### src/rtl/irq_seq_pkg.sv
package irq_seq_pkg;
  typedef enum logic [1:0] {
    SEQ_IDLE = 2'd0,
    SEQ_RUN  = 2'd1,
    SEQ_DONE = 2'd2
  } seq_state_e;

  localparam int SAVED_WORDS = 3;
  localparam int VEC_BYTES   = 4;
  localparam int PUSH_STEPS  = 2 * SAVED_WORDS;
  localparam int ENTRY_STEPS = PUSH_STEPS + VEC_BYTES;
  localparam int RET_STEPS   = 2 * SAVED_WORDS;
  localparam int NMI_TYPE    = 2;
  localparam int IE_BIT      = 9;
  localparam int TRAP_BIT    = 8;
endpackage

### src/rtl/irq_seq_arb.sv
module irq_seq_arb
  import irq_seq_pkg::*;
#(
  parameter int TYPE_W = 8
) (
  input  logic              idle,
  input  logic              halted,
  input  logic              nmi_req,
  input  logic              hw_req,
  input  logic              ie_set,
  input  logic              sw_req,
  input  logic              iret_req,
  input  logic              halt_req,
  input  logic [TYPE_W-1:0] hw_type,
  input  logic [TYPE_W-1:0] sw_type,
  output logic              take,
  output logic              take_entry,
  output logic              wake,
  output logic              go_halt,
  output logic [TYPE_W-1:0] take_type
);
  always_comb begin
    take       = 1'b0;
    take_entry = 1'b0;
    wake       = 1'b0;
    go_halt    = 1'b0;
    take_type  = '0;
    if (idle) begin
      if (nmi_req) begin
        take       = 1'b1;
        take_entry = 1'b1;
        wake       = 1'b1;
        take_type  = TYPE_W'(NMI_TYPE);
      end else if (hw_req && ie_set) begin
        take       = 1'b1;
        take_entry = 1'b1;
        wake       = 1'b1;
        take_type  = hw_type;
      end else if (!halted && sw_req) begin
        take       = 1'b1;
        take_entry = 1'b1;
        take_type  = sw_type;
      end else if (!halted && iret_req) begin
        take       = 1'b1;
      end else if (halt_req) begin
        go_halt    = 1'b1;
      end
    end
  end
endmodule

### src/rtl/irq_seq_ctrl.sv
module irq_seq_ctrl
  import irq_seq_pkg::*;
#(
  parameter int STEP_W = 4
) (
  input  logic              clk,
  input  logic              rst_n,
  input  logic              take,
  input  logic              take_entry,
  input  logic              wake,
  input  logic              go_halt,
  output logic              idle,
  output logic              run,
  output logic              done,
  output logic              halted,
  output logic              entry,
  output logic [STEP_W-1:0] step
);
  seq_state_e        state_q, state_d;
  logic [STEP_W-1:0] step_q, step_d, last_step;
  logic              entry_q, entry_d, halted_q, halted_d;

  assign last_step = entry_q ? STEP_W'(ENTRY_STEPS - 1) : STEP_W'(RET_STEPS - 1);

  always_comb begin
    state_d  = state_q;
    step_d   = step_q;
    entry_d  = entry_q;
    halted_d = halted_q;
    unique case (state_q)
      SEQ_IDLE: begin
        if (take) begin
          state_d = SEQ_RUN;
          step_d  = '0;
          entry_d = take_entry;
        end
        if (wake)    halted_d = 1'b0;
        if (go_halt) halted_d = 1'b1;
      end
      SEQ_RUN: begin
        if (step_q == last_step) state_d = SEQ_DONE;
        else                     step_d  = step_q + 1'b1;
      end
      default: state_d = SEQ_IDLE;
    endcase
  end

  always_ff @(posedge clk or negedge rst_n) begin
    if (!rst_n) begin
      state_q  <= SEQ_IDLE;
      step_q   <= '0;
      entry_q  <= 1'b0;
      halted_q <= 1'b0;
    end else begin
      state_q  <= state_d;
      step_q   <= step_d;
      entry_q  <= entry_d;
      halted_q <= halted_d;
    end
  end

  assign idle   = (state_q == SEQ_IDLE);
  assign run    = (state_q == SEQ_RUN);
  assign done   = (state_q == SEQ_DONE);
  assign halted = halted_q;
  assign entry  = entry_q;
  assign step   = step_q;

  assert_done_then_idle_R9: assert property (@(posedge clk) disable iff (!rst_n)
    done |=> idle);
  assert_done_after_run_R9: assert property (@(posedge clk) disable iff (!rst_n)
    $rose(done) |-> $past(run));
endmodule

### src/rtl/irq_seq_dp.sv
module irq_seq_dp
  import irq_seq_pkg::*;
#(
  parameter int ADDR_W    = 20,
  parameter int WORD_W    = 16,
  parameter int TYPE_W    = 8,
  parameter int SEG_SHIFT = 4,
  parameter int STEP_W    = 4
) (
  input  logic              clk,
  input  logic              rst_n,
  input  logic              take,
  input  logic              run,
  input  logic              entry,
  input  logic [STEP_W-1:0] step,
  input  logic [TYPE_W-1:0] take_type,
  input  logic [WORD_W-1:0] flags_in,
  input  logic [WORD_W-1:0] cs_in,
  input  logic [WORD_W-1:0] ip_in,
  input  logic [WORD_W-1:0] ss_in,
  input  logic [WORD_W-1:0] sp_in,
  input  logic [7:0]        mem_rdata,
  output logic [ADDR_W-1:0] mem_addr,
  output logic              mem_we,
  output logic              mem_re,
  output logic [7:0]        mem_wdata,
  output logic [WORD_W-1:0] new_flags,
  output logic [WORD_W-1:0] new_cs,
  output logic [WORD_W-1:0] new_ip,
  output logic [WORD_W-1:0] new_sp
);
  localparam logic [WORD_W-1:0] CLR_MASK =
    (WORD_W'(1) << IE_BIT) | (WORD_W'(1) << TRAP_BIT);
  localparam logic [WORD_W-1:0] FRAME = WORD_W'(2 * SAVED_WORDS);

  logic [WORD_W-1:0] fl_q, cs_q, ip_q, ss_q, sp_q;
  logic [TYPE_W-1:0] type_q;
  logic [WORD_W-1:0] rip_q, rcs_q, rfl_q;
  logic [WORD_W-1:0] rip_d, rcs_d, rfl_d;

  logic              pushing;
  logic [1:0]        word_sel;
  logic [WORD_W-1:0] push_word, stk_off;
  logic [2:0]        ridx;
  logic [ADDR_W-1:0] seg_base, vec_addr;

  // snapshot of the architectural state, enabled on acceptance
  always_ff @(posedge clk or negedge rst_n) begin
    if (!rst_n) begin
      fl_q   <= '0;
      cs_q   <= '0;
      ip_q   <= '0;
      ss_q   <= '0;
      sp_q   <= '0;
      type_q <= '0;
    end else if (take) begin
      fl_q   <= flags_in;
      cs_q   <= cs_in;
      ip_q   <= ip_in;
      ss_q   <= ss_in;
      sp_q   <= sp_in;
      type_q <= take_type;
    end
  end

  assign pushing  = run && entry && (step < STEP_W'(PUSH_STEPS));
  assign word_sel = step[2:1];
  assign ridx     = entry ? 3'(step - STEP_W'(PUSH_STEPS)) : step[2:0];

  always_comb begin
    unique case (word_sel)
      2'd0:    push_word = fl_q;
      2'd1:    push_word = cs_q;
      default: push_word = ip_q;
    endcase
  end

  always_comb begin
    if (entry)
      stk_off = sp_q - WORD_W'({word_sel, 1'b0}) - WORD_W'(2) + WORD_W'(step[0]);
    else
      stk_off = sp_q + WORD_W'(step);
  end

  assign seg_base = ADDR_W'({ss_q, {SEG_SHIFT{1'b0}}}) + ADDR_W'(stk_off);
  assign vec_addr = ADDR_W'({type_q, 2'b00}) + ADDR_W'(ridx[1:0]);

  assign mem_we    = pushing;
  assign mem_re    = run && !pushing;
  assign mem_addr  = (entry && !pushing) ? vec_addr : seg_base;
  assign mem_wdata = step[0] ? push_word[15:8] : push_word[7:0];

  // byte capture into the word selected by the read index
  always_comb begin
    rip_d = rip_q;
    rcs_d = rcs_q;
    rfl_d = rfl_q;
    unique case (ridx[2:1])
      2'd0: if (ridx[0]) rip_d[15:8] = mem_rdata; else rip_d[7:0] = mem_rdata;
      2'd1: if (ridx[0]) rcs_d[15:8] = mem_rdata; else rcs_d[7:0] = mem_rdata;
      default: if (ridx[0]) rfl_d[15:8] = mem_rdata; else rfl_d[7:0] = mem_rdata;
    endcase
  end

  always_ff @(posedge clk or negedge rst_n) begin
    if (!rst_n) begin
      rip_q <= '0;
      rcs_q <= '0;
      rfl_q <= '0;
    end else if (mem_re) begin
      rip_q <= rip_d;
      rcs_q <= rcs_d;
      rfl_q <= rfl_d;
    end
  end

  assign new_ip    = rip_q;
  assign new_cs    = rcs_q;
  assign new_flags = entry ? (fl_q & ~CLR_MASK) : rfl_q;
  assign new_sp    = entry ? (sp_q - FRAME) : (sp_q + FRAME);

  assert_single_access_R2: assert property (@(posedge clk) disable iff (!rst_n)
    !(mem_we && mem_re));
endmodule

### src/rtl/irq_seq_top.sv
module irq_seq_top
  import irq_seq_pkg::*;
#(
  parameter int ADDR_W    = 20,
  parameter int WORD_W    = 16,
  parameter int TYPE_W    = 8,
  parameter int SEG_SHIFT = 4,
  parameter int STEP_W    = 4
) (
  input  logic              clk,
  input  logic              rst_n,
  input  logic              sw_req,
  input  logic [TYPE_W-1:0] sw_type,
  input  logic              hw_req,
  input  logic [TYPE_W-1:0] hw_type,
  input  logic              nmi_req,
  input  logic              iret_req,
  input  logic              halt_req,
  input  logic [WORD_W-1:0] flags_in,
  input  logic [WORD_W-1:0] cs_in,
  input  logic [WORD_W-1:0] ip_in,
  input  logic [WORD_W-1:0] ss_in,
  input  logic [WORD_W-1:0] sp_in,
  output logic [ADDR_W-1:0] mem_addr,
  output logic              mem_we,
  output logic              mem_re,
  output logic [7:0]        mem_wdata,
  input  logic [7:0]        mem_rdata,
  output logic [WORD_W-1:0] new_flags,
  output logic [WORD_W-1:0] new_cs,
  output logic [WORD_W-1:0] new_ip,
  output logic [WORD_W-1:0] new_sp,
  output logic              done,
  output logic              busy,
  output logic              halted
);
  logic              idle, run, entry;
  logic              take, take_entry, wake, go_halt;
  logic [TYPE_W-1:0] take_type;
  logic [STEP_W-1:0] step;

  irq_seq_arb #(.TYPE_W(TYPE_W)) u_arb (
    .idle(idle), .halted(halted), .nmi_req(nmi_req), .hw_req(hw_req),
    .ie_set(flags_in[IE_BIT]), .sw_req(sw_req), .iret_req(iret_req),
    .halt_req(halt_req), .hw_type(hw_type), .sw_type(sw_type),
    .take(take), .take_entry(take_entry), .wake(wake), .go_halt(go_halt),
    .take_type(take_type)
  );

  irq_seq_ctrl #(.STEP_W(STEP_W)) u_ctrl (
    .clk(clk), .rst_n(rst_n), .take(take), .take_entry(take_entry),
    .wake(wake), .go_halt(go_halt), .idle(idle), .run(run), .done(done),
    .halted(halted), .entry(entry), .step(step)
  );

  irq_seq_dp #(
    .ADDR_W(ADDR_W), .WORD_W(WORD_W), .TYPE_W(TYPE_W),
    .SEG_SHIFT(SEG_SHIFT), .STEP_W(STEP_W)
  ) u_dp (
    .clk(clk), .rst_n(rst_n), .take(take), .run(run), .entry(entry),
    .step(step), .take_type(take_type), .flags_in(flags_in), .cs_in(cs_in),
    .ip_in(ip_in), .ss_in(ss_in), .sp_in(sp_in), .mem_rdata(mem_rdata),
    .mem_addr(mem_addr), .mem_we(mem_we), .mem_re(mem_re),
    .mem_wdata(mem_wdata), .new_flags(new_flags), .new_cs(new_cs),
    .new_ip(new_ip), .new_sp(new_sp)
  );

  assign busy = !idle;

  assert_masked_ignored_R5: assert property (@(posedge clk) disable iff (!rst_n)
    (idle && hw_req && !flags_in[IE_BIT] && !nmi_req && !sw_req && !iret_req) |=> !busy);
  assert_nmi_taken_R6: assert property (@(posedge clk) disable iff (!rst_n)
    (idle && nmi_req) |=> (busy && !halted));
  assert_halt_blocks_sw_R8: assert property (@(posedge clk) disable iff (!rst_n)
    (idle && halted && !nmi_req && !(hw_req && flags_in[IE_BIT])) |=> (!busy && halted));
endmodule

### config.mk
export PLATFORM = sky130hd
export DESIGN_NAME = irq_seq_top
export DESIGN_NICKNAME = d
export VERILOG_FILES = /design/src/rtl/irq_seq_pkg.sv /design/src/rtl/irq_seq_arb.sv /design/src/rtl/irq_seq_ctrl.sv /design/src/rtl/irq_seq_dp.sv /design/src/rtl/irq_seq_top.sv
export SDC_FILE = /design/constraint.sdc
export NUM_CORES = 1
export LEC_CHECK = 0
export ABC_CLOCK_PERIOD_IN_PS = 4100
export BUFFER_PORTS_ARGS = -buffer_cell sky130_fd_sc_hd__buf_2
export CORE_ASPECT_RATIO = 1.4
export CORE_MARGIN = 1
export CORE_UTILIZATION = 54
export DETAILED_ROUTE_END_ITERATION = 16
export PLACE_DENSITY = 0.81
export SETUP_SLACK_MARGIN = 0.2
export SLEW_MARGIN = 10
export SYNTH_ARGS = -nofsm -noshare
export SYNTH_HDL_FRONTEND = slang
export SYNTH_SLANG_ARGS = --single-unit
### constraint.sdc
create_clock -name clk -period 4.1 [get_ports clk]
set_clock_uncertainty 0.1 [all_clocks]
set_input_delay 0.205 -clock clk [delete_from_list [all_inputs] [get_ports clk]]
set_output_delay 0.205 -clock clk [all_outputs]
set_load 0.1 [all_outputs]
==> flow_metrics.tcl, run 1 <==
set metrics [dict create \
    synthDominantAreaCellType "sky130_fd_sc_hd__dfrtp_1" \
    synthTopCellsByArea "sky130_fd_sc_hd__dfrtp_1 43%, sky130_fd_sc_hd__nand2_1 13%, sky130_fd_sc_hd__mux2_2 8.5%" \
    grt_max_degree 94 \
    global_route.overflow_total 0 \
    post_synth_instance_area_mm2 0.008378 \
    synth-async-reset-ratio 1.000 \
    placement_rows 53 \
    post_place_worst_slack_ns -0.1067 \
    layout-area-overhead-vs-synth_pct 44.92 \
    route.antenna.remaining_nets 0 \
    post-route-period-util 1.146 \
    rsz0062_at_grt "true" \
    cp-end-kind "primary output" \
    setup_viol 12 \
    hold_viol_final 0 \
    synth.net_count 1083 \
    drive_gt1_frac 0.3370 \
    setup.worst_path.class "reg2out" \
    post_drt_via_cell_ratio 5.928 \
    die_height_um 149.4 \
    worst_skew_pair.late_latency_ns 0.43 \
    initial_antenna_violation_count 0 \
    post_drt_wl_per_cell_um 19.68 \
    dp_hpwl_um 17240 \
    leading_register_cell_type_out_of_synthesis "sky130_fd_sc_hd__dfrtp_1" \
    postSynthRegisterBits 144 \
    netlist-cell-type-count 66 \
    yosys.area.top_type_share 0.4301 \
    groute.usage.overall 0.3507 \
    floorplan.io_pins 208 \
    synth_enable_flop_cells 0 \
    port_buffers 207 \
    maxCapViolCount 0 \
    final_util 0.8030 \
    worst_setup_path_start_kind "flip-flop" \
    first_global_vias 8761 \
    hold_path.class "in2reg" \
    global_route_wire_length_before_repair_um 43060 \
    slew_violations 0 \
    clkTransAtPathRegs_ns 0.06 \
    worstMarginPinSlew_ns 0.9603 \
    seq_area_frac_synth 0.4301 \
    ys_warn_count 0 \
    start_util 0.5541 \
    setup_slack_ns -0.5971 \
    iter_0_drt_violations 569 \
    setup_total_negative_slack_ns -4.865 \
    critical_path_peak_fanout 4 \
    drt_first_pass_iters 9 \
    clock_sinks 144 \
    remaining_drc_errors 0 \
    h-tree-depth 4 \
    ctsRootBufferMaster "sky130_fd_sc_hd__clkbuf_16" \
    dieArea_mm2 0.01602 \
    antenna_cells 0 \
    globalplace.congestion 0.8993 \
    critPathRequiredTime_ns 3.80 \
    maxClockFrequency_ghz 0.2129 \
    worstPathArrival_ns 4.39 \
    fillers 878 \
    synth_area_per_cell_um2 9.009 \
    synth_cells 930 \
    numCtsBuffers 17 \
    core_region_area_mm2 0.01512 \
    routed_wl_um 28830 \
    clockBufferDepth 2 \
    timing.max_slew.rel_slack 0.3575 \
    outcome "finished with violations" \
    violations "negative setup slack" \
    cts_tree "done" \
    die_width_um 107.3 \
    fin_nets 1413 \
    routed-via-count 8685 \
    finalCriticalPeriod_ns 4.697 \
]
cell usage in the layout (no fill, tap or decap), drive strengths merged, types with 16 or more instances in the layout:
cell type    netlist  routed
a211oi            18      18
buf                9     252
dfrtp            144     144
o21ai             34      34
xnor2             16      16
ha                39      39
nand2            289     289
a21oi             34      34
inv               13      19
dlygate4sd3        0     100
clkbuf            32      19
nor2              45      45
mux2              63      63
state kept, by name, summed over array words and instances, names as in the netlist:
register	cells
u_ctrl.entry	1
u_ctrl.halted	1
u_ctrl.state_q	2
u_ctrl.step	4
u_dp.cs_q	16
u_dp.fl_q	16
u_dp.ip_q	16
u_dp.new_cs	16
u_dp.new_ip	16
u_dp.rfl_q	16
u_dp.sp_q	16
u_dp.ss_q	16
u_dp.type_q	8
cell usage after synthesis (13+ instances only):
master,number
sky130_fd_sc_hd__inv_1,13
sky130_fd_sc_hd__o21ai_0,33
sky130_fd_sc_hd__nor2_1,45
sky130_fd_sc_hd__mux2_2,63
sky130_fd_sc_hd__nor2b_1,14
sky130_fd_sc_hd__xor2_1,15
sky130_fd_sc_hd__dfrtp_1,144
sky130_fd_sc_hd__nand2_1,289
sky130_fd_sc_hd__clkbuf_1,32
sky130_fd_sc_hd__ha_1,39
sky130_fd_sc_hd__a21oi_1,34
sky130_fd_sc_hd__a211oi_1,18
sky130_fd_sc_hd__xnor2_1,16
per-layer routing:
| metal | part of all wire | global-route usage | vias to the layer above |
|---|---|---|---|
| met5 | 0 | 0 | - |
| met4 | 0.069 | 0.2301 | 0 |
| met3 | 0.062 | 0.07558 | 168 |
| met2 | 0.52 | 0.6265 | 484 |
| met1 | 0.35 | 0.3675 | 4147 |
| li1 | - | - | 3886 |
stage by stage:
step	instances	hold slack [ns]	cell area (µm²)
2_1_floorplan	930	-0.1906	8645
3_3_place_gp	1314	0.2582	10180
3_5_place_dp	1314	0.2542	10180
4_1_cts	1456	0.003387	12000
5_1_grt	1465	0.009087	12140
6_report	1465	0.005198	12140
critical path, cell delays in order, from the launching register on:
cell	delay, ns
sky130_fd_sc_hd__dfrtp_1	0.39
sky130_fd_sc_hd__inv_2	0.08
sky130_fd_sc_hd__ha_4	0.12
sky130_fd_sc_hd__inv_2	0.04
sky130_fd_sc_hd__ha_4	0.15
sky130_fd_sc_hd__or4b_4	0.53
sky130_fd_sc_hd__or3_4	0.39
sky130_fd_sc_hd__o22ai_2	0.14
sky130_fd_sc_hd__o2111ai_1	0.19
sky130_fd_sc_hd__xnor2_1	0.36
sky130_fd_sc_hd__ha_1	0.32
sky130_fd_sc_hd__a21o_1	0.21
sky130_fd_sc_hd__a21oi_2	0.31
sky130_fd_sc_hd__nor2_1	0.16
sky130_fd_sc_hd__a311oi_4	0.28
sky130_fd_sc_hd__o21ai_4	0.10
sky130_fd_sc_hd__buf_12	0.18
worst paths after layout:
path	depth (start not counted)	slack, ns	start	to
worst max-delay path	16	-0.60	u_dp.sp_q[2]$_DFFE_PN0P_	mem_addr[17]
worst min-delay path	2	0.005	mem_rdata[6]	u_dp.new_cs[14]$_DFFE_PN0P_
worst max register to register	6	1.33	u_ctrl.entry$_DFFE_PN0P_	u_dp.rfl_q[4]$_DFFE_PN0P_
worst min register to register	2	0.37	u_dp.cs_q[7]$_DFFE_PN0P_	u_dp.cs_q[7]$_DFFE_PN0P_
max in group asynchronous	3	2.59	rst_n	u_dp.new_ip[1]$_DFFE_PN0P_
min in group asynchronous	2	0.33	rst_n	u_dp.ip_q[13]$_DFFE_PN0P_
cell families (layout without fill, tap and decap cells):
logic type | Yosys count | after routing | share of synthesized area
AOI/OAI and AO/OA | 170 | 170 | 0.1374
xor gates and xnor gates | 31 | 31 | 0.03241
adders and majority gates | 44 | 44 | 0.06780
buffers and inverters | 54 | 397 | 0.02629
DFF | 144 | 144 | 0.4301
muxes | 70 | 70 | 0.09304
and+or+nand+nor | 417 | 417 | 0.2130
layout make-up:
class	count	area [µm²]	share of cell area
multi-input combinational	732	5050	0.4159
sequential	144	3606	0.2970
timing repair buffer	352	2630	0.2166
clock buffer	19	442.9	0.03648
tap	192	240.2	0.01979
clock inverter	13	116.4	0.009584
inverter	13	56.30	0.004637
timing repair:
action                                  in CTS  in global routing
pin swaps                                   25                 10
hold buffers                               100                  0
gates resized for setup                     32                 18
endpoints found under the setup margin      13                 15
endpoints found under the hold margin      206                  0
setup buffers                               10                  9
Power of run 1 is not shown: default switching activity piles up to over one toggle a cycle in this logic, so the estimate is an artifact.
==> inputs of run 2 (changes only) <==
--- a/config.mk
+++ b/config.mk
@@ -16,4 +16,5 @@
 export SLEW_MARGIN = 10
 export SYNTH_ARGS = -nofsm -noshare
 export SYNTH_HDL_FRONTEND = slang
+export SYNTH_HIERARCHICAL = 1
 export SYNTH_SLANG_ARGS = --single-unit
==> flow_metrics.tcl, run 2 <==
set metrics [dict create \
    iter_0_drt_violations 470 \
    critical_path.reg2reg.endpoint "u_dp/ip_q[14]$_DFFE_PN0P_" \
    r2r_slack_ns 1.14 \
    grt_max_degree 95 \
    hold_viol_final 0 \
    post-route-period-util 1.084 \
    h-tree-depth 4 \
    hold_path.class "in2reg" \
    maxCapViolCount 0 \
    port_buffers 207 \
    setup_total_negative_slack_ns -2.187 \
    outcome "finished with violations" \
    finalCriticalPeriod_ns 4.445 \
    drt_first_pass_iters 7 \
    timing.hold.worst_path_depth 2 \
    worst_skew_pair.late_latency_ns 0.41 \
    cp-end-kind "primary output" \
    reg2reg_depth 4 \
    seq_area_frac_synth 0.4258 \
    fin_nets 1218 \
    dieArea_mm2 0.01618 \
    maxClockFrequency_ghz 0.2250 \
    worstPathArrival_ns 4.14 \
    remaining_drc_errors 0 \
    setup_slack_ns -0.3449 \
    yosysMostFrequentCell "sky130_fd_sc_hd__mux2_2" \
    final_util 0.7991 \
    timing.max_slew.rel_slack 0.2945 \
    setup_viol 11 \
    synthTopCellsByArea "sky130_fd_sc_hd__dfrtp_1 43%, sky130_fd_sc_hd__mux2_2 20%, sky130_fd_sc_hd__ha_1 5.6%" \
    die_width_um 107.8 \
    synthTopCellsByCount "148 x sky130_fd_sc_hd__mux2_2, 144 x sky130_fd_sc_hd__dfrtp_1, 45 x sky130_fd_sc_hd__nand2_1, 38 x sky130_fd_sc_hd__ha_1, 34 x sky130_fd_sc_hd__nor2_1" \
    dp_hpwl_um 16790 \
    synth_area_per_cell_um2 11.33 \
    fillers 832 \
    layout-area-overhead-vs-synth_pct 43.39 \
    floorplan.io_pins 208 \
    global_route.overflow_total 0 \
    leading_register_cell_type_out_of_synthesis "sky130_fd_sc_hd__dfrtp_1" \
    post_synth_instance_area_mm2 0.008463 \
    critical_path_peak_fanout 4 \
    first_global_vias 8369 \
    finalInstanceArea_mm2 0.01214 \
    ys_warn_count 6 \
    dpl_cell_area_mm2 0.01020 \
    worst_r2r_startpoint "u_ctrl/state_q[0]$_DFFE_PN0P_" \
    numCtsBuffers 17 \
    clkTransAtPathRegs_ns 0.07 \
    groute.usage.overall 0.3683 \
    netlist-cell-type-count 80 \
    worst_setup_path_start_kind "flip-flop" \
    whs_endpoint "u_dp/new_ip[0]$_DFFE_PN0P_" \
    most_common_cell_after_layout_fill_and_taps_aside "sky130_fd_sc_hd__buf_2" \
    drive_gt1_frac 0.4968 \
    synth-async-reset-ratio 1.000 \
    setup.worst_path.class "reg2out" \
    core_region_area_mm2 0.01519 \
    violations "negative setup slack" \
    routed-via-count 8045 \
    clockBufferDepth 2 \
    postSynthRegisterBits 144 \
    synth_cells 747 \
    ctsRootBufferMaster "sky130_fd_sc_hd__clkbuf_16" \
    cts_tree "done" \
    rsz0062_at_grt "true" \
    placement_rows 53 \
    clock_sinks 144 \
    post_drt_via_cell_ratio 6.325 \
    initial_antenna_violation_count 1 \
    route.antenna.remaining_nets 0 \
    start_util 0.5573 \
    post_place_worst_slack_ns 0.05974 \
    globalplace.congestion 0.8732 \
    critPathRequiredTime_ns 3.80 \
    routed_wl_um 30160 \
    synthDominantAreaCellType "sky130_fd_sc_hd__dfrtp_1" \
    slew_violations 0 \
    synth_enable_flop_cells 0 \
    worstMarginPinSlew_ns 1.058 \
    global_route_wire_length_before_repair_um 44750 \
    synth.net_count 899 \
    top_library_cells_by_usage_in_the_layout_fill_and_taps_aside "191 x sky130_fd_sc_hd__buf_2, 148 x sky130_fd_sc_hd__mux2_2, 140 x sky130_fd_sc_hd__dfrtp_1" \
    die_height_um 150.1 \
    post_drt_wl_per_cell_um 23.71 \
    worst_hold_startpoint "mem_rdata[0]" \
    yosys.area.top_type_share 0.4258 \
]
[run 2: cell count changes after synthesis, sizes merged, moves of 5 or more]
cell	delta
mux2	+86
inv	+5
clkbuf	-14
a21o	+5
nor2b	-8
o21ai	-5
nand2	-243
a221oi	-6
a22o	+7
a21oi	-5
nor2	-8
[run 2: worst max-delay path by stage]
stage	start	to	slack, ns
global placement	u_dp/sp_q[1]$_DFFE_PN0P_	mem_addr[14]	0.14
finish	u_dp/sp_q[1]$_DFFE_PN0P_	mem_addr[15]	-0.34
global route	u_dp/sp_q[1]$_DFFE_PN0P_	mem_addr[15]	-0.46
floorplan	u_dp/sp_q[1]$_DFFE_PN0P_	mem_addr[17]	-0.50
CTS	u_dp/sp_q[1]$_DFFE_PN0P_	mem_addr[17]	-0.20
detailed placement	u_dp/sp_q[1]$_DFFE_PN0P_	mem_addr[14]	0.06
[run 2: what timing repair did]
action / CTS / global route
setup buffers: 18 / 9
hold buffers: 81 / 0
setup endpoints to repair: 12 / 13
pin swaps: 33 / 22
resized for setup: 29 / 39
endpoints found under the hold margin: 172 / 0
[run 2: cells by family after synthesis]
kind of cell             count (synthesis)  share of synthesized area
AND/OR/NAND/NOR                        149                    0.09492
multiplexers                           157                     0.2077
AO/OA/AOI/OAI                          174                     0.1478
buffers and inverters                   49                    0.02617
flip-flops                             144                     0.4258
adder cells (fa/ha/maj)                 42                    0.06446
XOR/XNOR                                32                    0.03312
[run 2: final cells by class]
cell class              instances  area [µm²]  share of cell area
clock inverters                14       145.1             0.01196
diodes                          1       2.502           0.0002062
well taps                     192       240.2             0.01980
multi-input cells             554        5215              0.4297
flip-flops and latches        144        3608              0.2973
inverters                      18       71.32            0.005877
repair buffers                331        2424              0.1997
clock buffers                  18       429.2             0.03536
[run 2: through the flow]
stage	cells	hold WS (ns)
CTS	1262	0.005919
global placement	1131	0.2547
finish	1272	0.01996
global route	1272	0.008251
detailed placement	1131	0.2531
floorplan	747	-0.1906
[run 2: routing by layer]
metal	share of wire	routed length, µm	vias up	GRT usage
li1	-	-	3411	-
met1	0.34	10350	3987	0.3900
met2	0.52	15660	500	0.6561
met3	0.072	2184	147	0.08615
met4	0.065	1967	0	0.2253
met5	0	0	-	0
[run 2: critical path, stage by stage, from the launching register on]
cell and delay [ns]:
sky130_fd_sc_hd__dfrtp_2 0.38, sky130_fd_sc_hd__clkinvlp_4 0.10, sky130_fd_sc_hd__ha_4 0.24, sky130_fd_sc_hd__nand2b_4 0.15, sky130_fd_sc_hd__a2111oi_4 0.42, sky130_fd_sc_hd__o21ai_1 0.14
sky130_fd_sc_hd__o21ai_1 0.13, sky130_fd_sc_hd__xor2_1 0.26, sky130_fd_sc_hd__ha_1 0.35, sky130_fd_sc_hd__a211oi_4 0.34, sky130_fd_sc_hd__o21ba_4 0.27, sky130_fd_sc_hd__a21oi_4 0.10
sky130_fd_sc_hd__o31ai_4 0.30, sky130_fd_sc_hd__mux2i_4 0.34, sky130_fd_sc_hd__buf_12 0.20
Power of run 2 is left out for the same reason.
